`src/rtl/burst_col_pkg.sv`:
```
package burst_col_pkg;
    typedef enum logic {
        ST_IDLE = 1'b0,
        ST_RUN  = 1'b1
    } seq_state_t;

    typedef enum logic {
        ORD_SEQ = 1'b0,
        ORD_IL  = 1'b1
    } wrap_ord_t;

    localparam int MAX_LG = 3;
endpackage

```
`src/rtl/burst_mode_reg.sv`:
```
module burst_mode_reg
    import burst_col_pkg::*;
(
    input  logic       clk,
    input  logic       rst_n,
    input  logic       ld_en,
    input  logic [1:0] code_in,
    input  logic       il_in,
    output logic [1:0] code_q,
    output wrap_ord_t  ord_q
);
    always_ff @(posedge clk) begin
        if (!rst_n) begin
            code_q <= 2'd0;
            ord_q  <= ORD_SEQ;
        end else if (ld_en) begin
            code_q <= code_in;
            ord_q  <= wrap_ord_t'(il_in);
        end
    end


    reset_mode_chk: assert property (@(posedge clk)
        !rst_n |=> (code_q == 2'd0 && ord_q == ORD_SEQ));
endmodule

```
`src/rtl/burst_col_math.sv`:
```
module burst_col_math
    import burst_col_pkg::*;
#(
    parameter int COL_W = 11
) (
    input  logic [COL_W-1:0]  base_col,
    input  logic [MAX_LG-1:0] beat_idx,
    input  logic [1:0]        code,
    input  wrap_ord_t         ord,
    output logic [COL_W-1:0]  col_out
);
    logic [MAX_LG-1:0] low_base;
    logic [MAX_LG-1:0] low_new;
    logic [MAX_LG-1:0] keep_mask;

    always_comb begin
        low_base  = base_col[MAX_LG-1:0];
        keep_mask = MAX_LG'((1 << code) - 1);
        if (ord == ORD_IL)
            low_new = low_base ^ beat_idx;
        else
            low_new = low_base + beat_idx;
        col_out = base_col;
        col_out[MAX_LG-1:0] = (low_base & ~keep_mask) | (low_new & keep_mask);
    end
endmodule

```
`src/rtl/burst_col_seq.sv`:
```
module burst_col_seq
    import burst_col_pkg::*;
#(
    parameter int COL_W = 11
) (
    input  logic             clk,
    input  logic             rst_n,
    input  logic             mode_ld,
    input  logic [1:0]       blen_code,
    input  logic             wrap_il,
    input  logic             start,
    input  logic [COL_W-1:0] start_col,
    output logic [COL_W-1:0] col,
    output logic             beat_vld,
    output logic             beat_last
);
    localparam int IDX_W = MAX_LG;

    seq_state_t        state_q, state_d;
    logic [1:0]        code_q;
    wrap_ord_t         ord_q;
    logic [COL_W-1:0]  base_q, base_d;
    logic [IDX_W-1:0]  idx_q, idx_d;
    logic [IDX_W-1:0]  final_idx;
    logic              at_final;

    burst_mode_reg i_mode (
        .clk     (clk),
        .rst_n   (rst_n),
        .ld_en   (mode_ld && state_q == ST_IDLE && !start),
        .code_in (blen_code),
        .il_in   (wrap_il),
        .code_q  (code_q),
        .ord_q   (ord_q)
    );

    burst_col_math #(.COL_W(COL_W)) i_math (
        .base_col (base_q),
        .beat_idx (idx_q),
        .code     (code_q),
        .ord      (ord_q),
        .col_out  (col)
    );

    assign final_idx = IDX_W'((1 << code_q) - 1);
    assign at_final  = (idx_q == final_idx);

    always_comb begin
        state_d = state_q;
        base_d  = base_q;
        idx_d   = idx_q;
        unique case (state_q)
            ST_IDLE: begin
                if (start) begin
                    state_d = ST_RUN;
                    base_d  = start_col;
                    idx_d   = '0;
                end
            end
            ST_RUN: begin
                if (start) begin
                    base_d = start_col;
                    idx_d  = '0;
                end else if (at_final) begin
                    state_d = ST_IDLE;
                end else begin
                    idx_d = idx_q + 1'b1;
                end
            end
            default: state_d = ST_IDLE;
        endcase
    end

    always_ff @(posedge clk) begin
        if (!rst_n) begin
            state_q <= ST_IDLE;
            base_q  <= '0;
            idx_q   <= '0;
        end else begin
            state_q <= state_d;
            base_q  <= base_d;
            idx_q   <= idx_d;
        end
    end

    always_comb begin
        beat_vld  = (state_q == ST_RUN);
        beat_last = (state_q == ST_RUN) && at_final;
    end


    reset_idle_chk: assert property (@(posedge clk)
        !rst_n |=> !beat_vld);


    start_vld_chk: assert property (@(posedge clk) disable iff (!rst_n)
        start |=> (beat_vld && col == $past(start_col)));


    end_idle_chk: assert property (@(posedge clk) disable iff (!rst_n)
        (beat_last && !start) |=> !beat_vld);


    one_beat_chk: assert property (@(posedge clk) disable iff (!rst_n)
        (beat_vld && code_q == 2'd0) |-> beat_last);


    upper_fixed_chk: assert property (@(posedge clk) disable iff (!rst_n)
        (beat_vld && !$past(start) && $past(beat_vld)) |-> (col[COL_W-1:IDX_W] == $past(col[COL_W-1:IDX_W])));


    mode_hold_chk: assert property (@(posedge clk) disable iff (!rst_n)
        beat_vld |=> $stable(code_q));
endmodule

```
`config.mk`:
```
export PLATFORM = sky130hd
export DESIGN_NAME = burst_col_seq
export DESIGN_NICKNAME = d
export VERILOG_FILES = /design/src/rtl/burst_col_pkg.sv /design/src/rtl/burst_mode_reg.sv /design/src/rtl/burst_col_math.sv /design/src/rtl/burst_col_seq.sv
export SDC_FILE = /design/constraint.sdc
export NUM_CORES = 1
export LEC_CHECK = 0
export BUFFER_PORTS_ARGS = -buffer_cell sky130_fd_sc_hd__buf_4
export CORE_MARGIN = 2
export CORE_UTILIZATION = 52
export CTS_CLUSTER_DIAMETER = 100
export DETAILED_ROUTE_END_ITERATION = 8
export GPL_TIMING_DRIVEN = 0
export PLACE_DENSITY = 0.93
export RECOVER_POWER = 25
export SLEW_MARGIN = 10
export SYNTH_ARGS = -nofsm -noshare
export SYNTH_HDL_FRONTEND = slang
export SYNTH_SLANG_ARGS = --single-unit
export TNS_END_PERCENT = 100
```
`constraint.sdc`:
```
create_clock -name clk -period 3 [get_ports clk]
set_input_delay 0 -clock clk [delete_from_list [all_inputs] [get_ports clk]]
set_output_delay 0 -clock clk [all_outputs]
set_load 0.05 [all_outputs]
```
**Word-level counts from Yosys, hierarchy flattened**

Index checks and enable logic that the tools add are counted.

- Flip-flop bits (word level): 18
- Input bits: 18
- Output and inout port bits: 13
- Logic and storage cells: 33

- Add/subtract/negate cells: 3
- Equality and inequality tests: 3
- Shifts and indexed selects: 1
- Multiplexer cells: 10
- Bitwise gates (word level): 6
- Reductions and logical operators: 5

Operators with widths:

| cell | number |
|---|---|
| $mux 3 | 4 |
| $mux 11 | 1 |
| $and 3x3->3 | 2 |
| $pmux 3 s2 | 1 |
| $add 3x1->3 const B | 1 |
| $add 3x3->3 | 1 |
| $eq 3x3->1 | 1 |
| $logic_and 1x1->1 | 3 |
| $mux 1 | 3 |
| $ne 3x3->1 const B | 1 |
| $not 3->3 | 1 |
| $or 3x3->3 | 1 |
| $shl 1x2->3 const A | 1 |
| $sub 3x2->3 const B | 1 |
| $xor 3x3->3 | 1 |
| $ne 2x2->1 const B | 1 |
| $pmux 1 s2 | 1 |
| $reduce_and 2->1 | 1 |
| $logic_not 1->1 | 1 |
| $not 1->1 | 1 |

**Logic depth before layout (Yosys ltp)**

Gate-level depths: netlist of the first run.

- Depth after elaboration: 6
- Mapped depth: 7
- Mapped depth without buffers: 7

**By module**

Synthesis of the first run repeated with hierarchy kept, for this count alone.

- Cells, all modules: 97
- Area, all modules: 958.4 sq um

By module, submodules not included:

| module | times used | cells an instance | area each (sq um) | sequential area each (sq um) |
|---|---|---|---|---|
| burst_col_seq | 1 | 64 | 650.6 | 300.3 |
| burst_col_math | 1 | 24 | 198.9 | 0.0 |
| burst_mode_reg | 1 | 9 | 108.9 | 60.1 |

**Worst setup path after synthesis of the first run**

OpenSTA, ideal clock, no wires.

- Kind: register to output
- Start point: reg idx_q[0]
- End point: out col[2]
- Data arrival time: 2.159 ns
- Required time: 3.000 ns
- Slack: 0.841 ns
- Cell stages (with the launch flop): 8
- Buffers on the path: 0
- Cells stage by stage: dfxtp_1 -> ha_1 -> inv_1 -> fa_1 -> nor2_1 -> xor2_1 -> and3_1 -> xor2_1

- Word-level cells in the longest chain between the ends: 4

Ends and longest elaborated chain:

| element | RTL line | text |
|---|---|---|
| start: declaration | burst_col_seq.sv:23 | `logic [IDX_W-1:0] idx_q, idx_d;` |
| start signal: assignment | burst_col_seq.sv:82 | `idx_q <= idx_d;` |
| $add 3x3->3 | burst_col_math.sv:22 | `low_new = low_base + beat_idx;` |
| $mux 3 | burst_col_math.sv:19 | `if (ord == ORD_IL)` |
| $and 3x3->3 | burst_col_math.sv:24 | `col_out[MAX_LG-1:0] = (low_base & ~keep_mask) \| (low_new & keep_mask);` |
| $or 3x3->3 | burst_col_math.sv:24 |  |
| end: declaration | burst_col_seq.sv:13 | `output logic [COL_W-1:0] col,` |

Every way passes these cells.

**Final worst setup path of the first run**

Same ends and word-level chain as after synthesis.

==> results.cfg, run 1 <==
[final_layout]
stdcell_area_sq_mm = 0.00135
syn_to_final_growth_pct = 44.6
nNetsFinal = 167
final_cell_mix = buf_4, dfxtp_1, mux2i_1, nor2b_1, dlygate4sd3_1
nFillCells = 108
layout_commonest_cell = buf_4
drive_gt1_share_pct = 27.8
num_antenna_cells = 0

[timing]
report.final.slew_viol_count = 0
min_period_over_period_pct = 74.2
rsz0062_at_grt = no
max_slew_margin_pct = 56.8
fmax_mhz = 449
setup_viol = 0
worstMarginPinSlew_ns = 0.646
hold_ws_ns = 0.123
fin_skew_ns = 0.0118
period_needed_ns = 2.23
hold_viol_final = 0
totalNegativeSetupSlack_ns = 0

[yosys]
netlist.area_leader.share_pct = 38.6
synth_mux_area_share_pct = 17.3
syn_nets = 118
syn_avg_cell_area_sq_um = 9.74
yosysSeqAreaShare_pct = 38.6
synthTopCellsByArea = dfxtp_1, mux2i_1, nor2b_1, buf_4, ha_1
netlist_instances = 96
synth_compound_area_share_pct = 6.69
ys_warn_count = 0
yosysUniqueCellTypes = 26
synth-simple-area-share_pct = 19.1
synthAdderAreaFrac_pct = 6.16
synth_seq_cells = 18
synth_xor_area_share_pct = 2.81
yosys.area.top_type = dfxtp_1
synth_top_family_by_area = simple AND/OR/NAND/NOR gates
synth_area_sq_um = 935

[min_path]
hp-start = start
min_path_type = in2reg
hold_path_depth = 3
hold_end = base_q[10]

[floorplanning]
floorplan.rows = 15
start_util_pct = 54.7
die_h_um = 46.4
dieArea_sq_mm = 0.00215
io_pins = 31
core_area_sq_mm = 0.00171
die_w_um = 46.4

[routing]
vias_per_cell = 5.01
drc = 0
final_antenna_net_count = 0
drt-total-wl_mm = 2.37
vias = 846
wl_per_cell_um = 14.0
drtIter0Drc = 18
drt-pass1-iter-count = 4

[clocking]
clock_latency_ns = 0.30
cts.clk_slew.worst_paths_ns = 0.11
hold_buffers = 15
cts_max_path_buffers = 2
cts-resized-gates = 0
cts_max_level = 1
cts_sinks = 18
cts_tree = yes
cts_root_buf = clkbuf_4
cts_made_buffers = 3
post_cts_buffers = 0

[setup_path]
worstPathArrival_ns = 2.23
critical_path.max_fanout = 8
reg2reg_depth = 4
path_class = reg2out
critPathLaunchType = flip-flop
worstPathRequired_ns = 3.00
cp_common_cell = xor2_1
r2r-start = beat_vld
slowest_delay_ns = 0.51
cp_cell_sequence = ha_1 -> inv_1 -> fa_1 -> nor2_1 -> xor2_1 -> and3_1 -> xor2_1 -> buf_4
reg2reg_to = i_mode.ord_q
cp_slowest_cell = dfxtp_1
endpoint_kind = primary output
r2r_setup_slack_ns = 1.09

[pwr]
power_density_mw_per_mm2 = 409
ir_worst_vdd_uv = 331
p_leak_nw = 0.625

[global_route]
first_global_vias = 872
grt_max_degree = 11
track_usage_pct = 26.5
antenna_found_initial = 0
globalRouteOverflowTotal = 0
grt_pass1_wl_mm = 3.94

[placement]
port_buffers = 29
globalplace.congestion = 0.736
post_dp_cell_area_sq_mm = 0.00118
place_hpwl_mm = 1.38

[flow_run]
maxCapViolations = 0

[status]
status = completed
## state kept, by name, summed over array words and instances, names as in the netlist
register	flops
i_mode.code_q	2
base_q	11
i_mode.ord_q	1
idx_q	3
beat_vld	1
## worst max-delay path by stage
stage	startpoint	end	slack, ns	cells after the start
5_1_grt	idx_q[0]	col[2]	0.66	8
3_5_place_dp	idx_q[0]	col[2]	1.11	8
3_3_place_gp	idx_q[0]	col[2]	1.16	8
4_1_cts	idx_q[0]	col[2]	0.78	8
6_report	idx_q[0]	col[2]	0.77	8
2_1_floorplan	idx_q[0]	col[2]	0.84	7
## area by class of cell
cell class | count | area, sq um | area share, %
Multi-Input combinational cell | 63 | 487 | 36.0
Sequential cell | 18 | 360 | 26.7
Timing Repair Buffer | 44 | 349 | 25.8
Buffer | 11 | 72.6 | 5.37
Clock buffer | 4 | 36.3 | 2.69
Tap cell | 25 | 31.3 | 2.31
Inverter | 4 | 15.0 | 1.11
## metal layers
layer	track usage, %	up-vias	share of wire [%]
met1	33.0	391	43
met4	10.3	0	1.8
met5	0	-	0
met2	45.3	34	50
li1	-	415	-
met3	4.31	6	5.2
## synth_stat cells
library cell / n
or3b_2: 1
nor2_1: 6
buf_2: 1
mux2_2: 1
nor3b_1: 1
nand2_1: 3
a21oi_1: 2
ha_1: 3
o31ai_1: 1
or4_1: 2
dfxtp_1: 18
nand3_1: 1
xor2_1: 3
fa_1: 1
o21ai_2: 1
o21ai_0: 1
a21boi_1: 1
inv_1: 4
nor4b_1: 1
mux2i_1: 15
o2bb2ai_1: 1
buf_4: 8
and3_1: 1
o21a_1: 2
nor2b_1: 15
clkbuf_1: 2
## stage by stage
step	instances	total power [mW]	setup WS, ns	utilization [%]
detailed placement	150	0.391	1.11	69.3
CTS	169	0.549	0.779	80.2
floorplan	96	0.349	0.841	-
global placement	150	0.387	1.16	69.3
finish	169	0.553	0.773	79.1
global route	169	0.568	0.659	79.1
## worst max-delay path: cells and delay by family, from the launching register on
kind / cells / cell delay, ns
flops: 1 / 0.51
buf+inv: 2 / 0.26
xor+xnor: 2 / 0.29
simple gates: 2 / 0.32
fa+ha+maj: 2 / 0.56
## where the power goes
group	leakage, nW	internal, mW	switching [mW]	total, mW
clock	0.0210	0.0740	0.0756	0.150
sequential	0.148	0.251	0.0108	0.261
combinational	0.456	0.0653	0.0763	0.142
## cell families (layout without fill, tap and decap cells)
kind of cell	after synthesis	after routing
XOR/XNOR	3	3
AND/OR/NAND/NOR	31	31
adder cells (fa/ha/maj)	4	4
AO/OA/AOI/OAI	9	9
buffers and inverters	15	63
multiplexers	16	16
flip-flops	18	18
Power figures use the tool's default switching activity.
==> inputs of run 2 (changes only) <==
--- a/config.mk
+++ b/config.mk
@@ -7,11 +7,11 @@
 export LEC_CHECK = 0
 export BUFFER_PORTS_ARGS = -buffer_cell sky130_fd_sc_hd__buf_4
 export CORE_MARGIN = 2
-export CORE_UTILIZATION = 52
+export CORE_UTILIZATION = 48
 export CTS_CLUSTER_DIAMETER = 100
 export DETAILED_ROUTE_END_ITERATION = 8
 export GPL_TIMING_DRIVEN = 0
-export PLACE_DENSITY = 0.93
+export PLACE_DENSITY = 0.87
 export RECOVER_POWER = 25
 export SLEW_MARGIN = 10
 export SYNTH_ARGS = -nofsm -noshare
==> constraint.sdc (replaced) <==
create_clock -name clk -period 2.1 [get_ports clk]
set_input_delay 0 -clock clk [delete_from_list [all_inputs] [get_ports clk]]
set_output_delay 0 -clock clk [all_outputs]
set_load 0.05 [all_outputs]
==> results.cfg, run 2 (synthesis gave the netlist of run 1 again) <==
[global_route]
track_usage_pct = 20.2
grt_max_degree = 11
antenna_found_initial = 0
first_global_vias = 749
grtUsageMet1_pct = 26.1
grt_pass1_wl_mm = 3.22
globalRouteOverflowTotal = 0
met2_usage_pct = 32.8
grt.busiest_layer = met2
globalRouteMet3Util_pct = 3.70

[floorplanning]
floorplan.rows = 15
die_h_um = 48.1
dieArea_sq_mm = 0.00232
die_w_um = 48.1
io_pins = 31
start_util_pct = 52.4
core_area_sq_mm = 0.00178

[routing]
drt-total-wl_mm = 1.99
final_antenna_net_count = 0
vias_per_cell = 4.78
wl_per_cell_um = 11.7
vias = 813
drtIter0Drc = 10
drt-pass1-iter-count = 4
drc = 0

[pwr]
p_leak_nw = 0.645
ir_worst_vdd_uv = 443
power_density_mw_per_mm2 = 566
p_switching_mw = 0.226
p_sw_share_pct = 28.8
pwr-share-comb_pct = 25.6
p_clk_share_pct = 27.2
p_int_mw = 0.560
seqPwrFrac_pct = 47.3

[final_layout]
stdcell_count = 170
nNetsFinal = 168
layout_commonest_cell = buf_4
largest_reg_flops = 11
drive_gt1_share_pct = 33.1
stdcell_area_sq_mm = 0.00139
syn_to_final_growth_pct = 48.5
num_antenna_cells = 0
largestRegisters = base_q x11, idx_q x3, i_mode.code_q x2
top_register = base_q
final_cell_mix = buf_4, mux2i_1, nor2b_1, dfxtp_1, dlygate4sd3_1

[timing]
report.final.slew_viol_count = 0
hold_viol_final = 0
min_period_over_period_pct = 95.6
totalNegativeSetupSlack_ns = 0
period_needed_ns = 2.01
fin_skew_ns = 0.000254
setup_viol = 0
fmax_mhz = 498
rsz0062_at_grt = no
worstMarginPinSlew_ns = 0.613
max_slew_margin_pct = 59.1

[placement]
place_inst = 150
post_dp_cell_area_sq_mm = 0.00119
place_hpwl_mm = 1.39
globalplace.congestion = 0.779
port_buffers = 29

[clocking]
cts_tree = yes
cts_sinks = 18
cts_max_path_buffers = 2
clock_latency_ns = 0.29
cts.clk_slew.worst_paths_ns = 0.11
cts_root_buf = clkbuf_4
cts_max_level = 1
cts_made_buffers = 3

[setup_path]
worstPathArrival_ns = 2.01
endpoint_kind = primary output
critPathLaunchType = flip-flop
critical_path.max_fanout = 3
path_class = reg2out
worstPathRequired_ns = 2.10

[status]
status = completed

[min_path]
min_path_type = in2reg

[flow_run]
maxCapViolations = 0
[run 2: metal layers]
layer  vias up  wire length [um]
li1        414                 -
met1       371               890
met2        24               983
met3         4                73
met4         0                42
met5         -                 0
[run 2: worst paths after layout]
kind | end | slack [ns] | from | depth (start not counted)
min | base_q[3] | 0.14 | start | 3
max reg2reg | i_mode.code_q[0] | 0.19 | beat_vld | 4
min reg2reg | base_q[5] | 0.52 | base_q[5] | 2
max | col[2] | 0.09 | idx_q[0] | 8
[run 2: power groups by stage]
stage	registers, mW	clock network (mW)	logic, mW
floorplan	0.380	0	0.119
global placement	0.379	0	0.175
detailed placement	0.380	0	0.179
CTS	0.371	0.215	0.201
global route	0.374	0.234	0.215
finish	0.371	0.214	0.201
[run 2: timing repair]
item,4_1_cts,5_1_grt
resized for setup,3,2
hold endpoints to repair,14,0
cloned,0,0
buffers inserted,0,1
setup endpoints to repair,1,1
hold buffers,15,0
[run 2: critical path, stage by stage, from the launching register on]
cell,delay (ns)
dfxtp_4,0.37
ha_1,0.13
inv_1,0.05
fa_1,0.35
nor2_1,0.12
xor2_1,0.15
and3_1,0.21
xor2_2,0.15
buf_6,0.17
[run 2: cell type report]
cell class | instances | area, sq um
clock buffer | 4 | 36.3
sequential | 18 | 367
buffer | 11 | 72.6
tap | 25 | 31.3
timing repair buffer | 45 | 372
multi-input combinational | 63 | 494
fill | 121 | 395
inverter | 4 | 15.0
[run 2: per-stage QoR]
stage,power [mW],setup slack [ns],util (%),hold WS (ns)
floorplan,0.500,0.123,-,0.128
global placement,0.554,0.266,66.8,0.253
detailed placement,0.559,0.206,66.8,0.264
CTS,0.787,0.00870,77.5,0.133
global route,0.822,0.00763,77.8,0.156
finish,0.786,0.0930,77.8,0.141
==> inputs of run 3 (changes only) <==
--- a/config.mk
+++ b/config.mk
@@ -5,13 +5,14 @@
 export SDC_FILE = /design/constraint.sdc
 export NUM_CORES = 1
 export LEC_CHECK = 0
+export ABC_AREA = 1
 export BUFFER_PORTS_ARGS = -buffer_cell sky130_fd_sc_hd__buf_4
 export CORE_MARGIN = 2
 export CORE_UTILIZATION = 48
 export CTS_CLUSTER_DIAMETER = 100
 export DETAILED_ROUTE_END_ITERATION = 8
 export GPL_TIMING_DRIVEN = 0
-export PLACE_DENSITY = 0.87
+export PLACE_DENSITY = 0.88
 export RECOVER_POWER = 25
 export SLEW_MARGIN = 10
 export SYNTH_ARGS = -nofsm -noshare
==> results.cfg, run 3 <==
[setup_path]
slowest_delay_ns = 0.39
r2r_setup_slack_ns = 0.51
reg2reg_depth = 5
critPathLaunchType = flip-flop
r2r-start = beat_vld
cp_num_buf_inv = 2
endpoint_kind = primary output
worstPathArrival_ns = 1.92
cp_slowest_cell = dfxtp_2
critical_path.max_fanout = 6
reg2reg_to = i_mode.code_q[0]
worstPathRequired_ns = 2.10
cp_cell_sequence = ha_1 -> inv_1 -> fa_1 -> nor2_2 -> a21oi_1 -> o21ai_0 -> xnor2_1 -> buf_4
cpLargestDelayFamily = adder cells
path_class = reg2out

[clocking]
cts_made_buffers = 3
cts_sinks = 18
clock_latency_ns = 0.29
cts_max_path_buffers = 2
cts_tree = yes
cts_max_level = 1
cts_root_buf = clkbuf_4
post_cts_buffers = 0
cts.clk_slew.worst_paths_ns = 0.10

[routing]
vias_per_cell = 4.94
final_antenna_net_count = 0
drt-pass1-iter-count = 5
drt-total-wl_mm = 2.32
wl_per_cell_um = 11.6
drc = 0
drtIter0Drc = 11
vias = 992

[timing]
report.final.slew_viol_count = 0
setup_slack_ns = 0.177
max_slew_margin_pct = 60.5
period_needed_ns = 1.92
setup_viol = 0
rsz0062_at_grt = no
fin_skew_ns = 0.00614
fmax_mhz = 520
hold_viol_final = 0
totalNegativeSetupSlack_ns = 0
worstMarginPinSlew_ns = 0.595
min_period_over_period_pct = 91.5

[global_route]
antenna_found_initial = 0
grt_max_degree = 11
grtUsageMet1_pct = 23.6
globalRouteOverflowTotal = 0
grt.busiest_layer = met2
grt_pass1_wl_mm = 3.57
track_usage_pct = 22.0
met2_usage_pct = 44.3
first_global_vias = 918
globalRouteMet3Util_pct = 2.64

[final_layout]
top_register = base_q
layout_commonest_cell = buf_4
nNetsFinal = 199
nFillCells = 141
stdcell_count = 201
drive_gt1_share_pct = 26.1
largest_reg_flops = 11
stdcell_area_sq_mm = 0.00135
num_antenna_cells = 0
largestRegisters = base_q x11, idx_q x3, i_mode.code_q x2
syn_to_final_growth_pct = 48.3
final_cell_mix = buf_4, nor2_1, o21ai_0, dfxtp_1, dlygate4sd3_1

[placement]
dp_worst_setup_slack_ns = 0.385
place_inst = 181
place_hpwl_mm = 1.58
globalplace.congestion = 0.856
post_dp_cell_area_sq_mm = 0.00117
port_buffers = 30

[pwr]
power_density_mw_per_mm2 = 616
p_leak_nw = 0.644
total_power_mw = 0.831
ir_worst_vdd_uv = 575

[floorplanning]
start_util_pct = 52.1
io_pins = 31
floorplan.rows = 15
die_h_um = 47.5
core_area_sq_mm = 0.00175
die_w_um = 47.5
dieArea_sq_mm = 0.00226

[min_path]
hold_path_depth = 4
min_path_type = in2reg
hold_end = idx_q[0]
hp-start = start

[yosys]
synth_flop_cell = dfxtp_1
yosys.area.top_type = dfxtp_1
async_reset_ff_share_pct = 0
synth_commonest_cells = nor2_1, dfxtp_1, o21ai_0
yosysUniqueCellTypes = 18
synth_edf_count = 0
synthTopCellsByArea = dfxtp_1, nor2_1, o21ai_0, buf_4, nand2_1
syn_nets = 148
syn_avg_cell_area_sq_um = 7.22
netlist.area_leader.share_pct = 39.6
synth.most_common_cell = nor2_1
synth_area_sq_um = 910
yosysSeqAreaShare_pct = 39.6
ys_warn_count = 0
synth_seq_cells = 18
netlist_instances = 126

[status]
status = completed

[flow_run]
maxCapViolations = 0
==> run 3: cell type report <==
| type | instances | area (sq um) | area share (%) |
|---|---|---|---|
| plain buffers | 11 | 71.3 | 5.29 |
| clock buffers | 4 | 36.3 | 2.69 |
| flip-flops and latches | 18 | 363 | 26.9 |
| well taps | 25 | 31.3 | 2.32 |
| multi-input cells | 84 | 432 | 32.0 |
| repair buffers | 46 | 367 | 27.2 |
| inverters | 13 | 48.8 | 3.62 |
==> run 3: where the power goes <==
group	total, mW	leakage [nW]	switching (mW)	internal, mW
Clock	0.208	0.0210	0.103	0.105
Sequential	0.381	0.150	0.0183	0.363
Combinational	0.242	0.473	0.144	0.0984
Total	0.831	0.644	0.264	0.567
==> run 3: what timing repair did <==
item,in CTS,in global routing
hold endpoints to repair,14,0
hold buffers,16,0
gates resized for setup,0,3
endpoints found under the setup margin,0,1
==> run 3: per-layer routing <==
layer,up-vias,routed length [um]
li1,496,-
met1,465,955
met2,29,1260
met3,2,98
met4,0,6
met5,-,0
==> run 3: through the flow <==
stage               utilization, %  hold WS (ns)
floorplan                        -         0.135
global placement              66.8         0.221
detailed placement            66.8         0.230
CTS                           78.1        0.0211
global route                  77.3        0.0269
finish                        77.3        0.0219
==> run 3: cell families (layout without fill, tap and decap cells) <==
kind of cell | count (synthesis) | count (layout) | share of synthesized area (%)
and+or+nand+nor | 52 | 52 | 23.9
AOI/OAI and AO/OA | 26 | 26 | 14.7
muxes | 1 | 1 | 1.24
DFF | 18 | 18 | 39.6
buffers and inverters | 24 | 74 | 13.2
xor gates and xnor gates | 1 | 1 | 0.963
adders and majority gates | 4 | 4 | 6.33
==> run 3: worst max path at each step <==
stage	startpoint	endpoint	slack, ns	cells after the start
after detailed placement	idx_q[0]	col[2]	0.39	8
after CTS	idx_q[0]	col[2]	0.06	8
after global routing	idx_q[0]	col[2]	0.02	8
after floorplan	idx_q[0]	col[2]	0.14	6
final	idx_q[0]	col[2]	0.18	8
after global placement	idx_q[0]	col[2]	0.41	8
==> run 3: worst min-delay path, cell delays in order <==
cell	delay, ns
buf_4	0.11
nor2_1	0.07
nand2_1	0.06
nor2_1	0.03
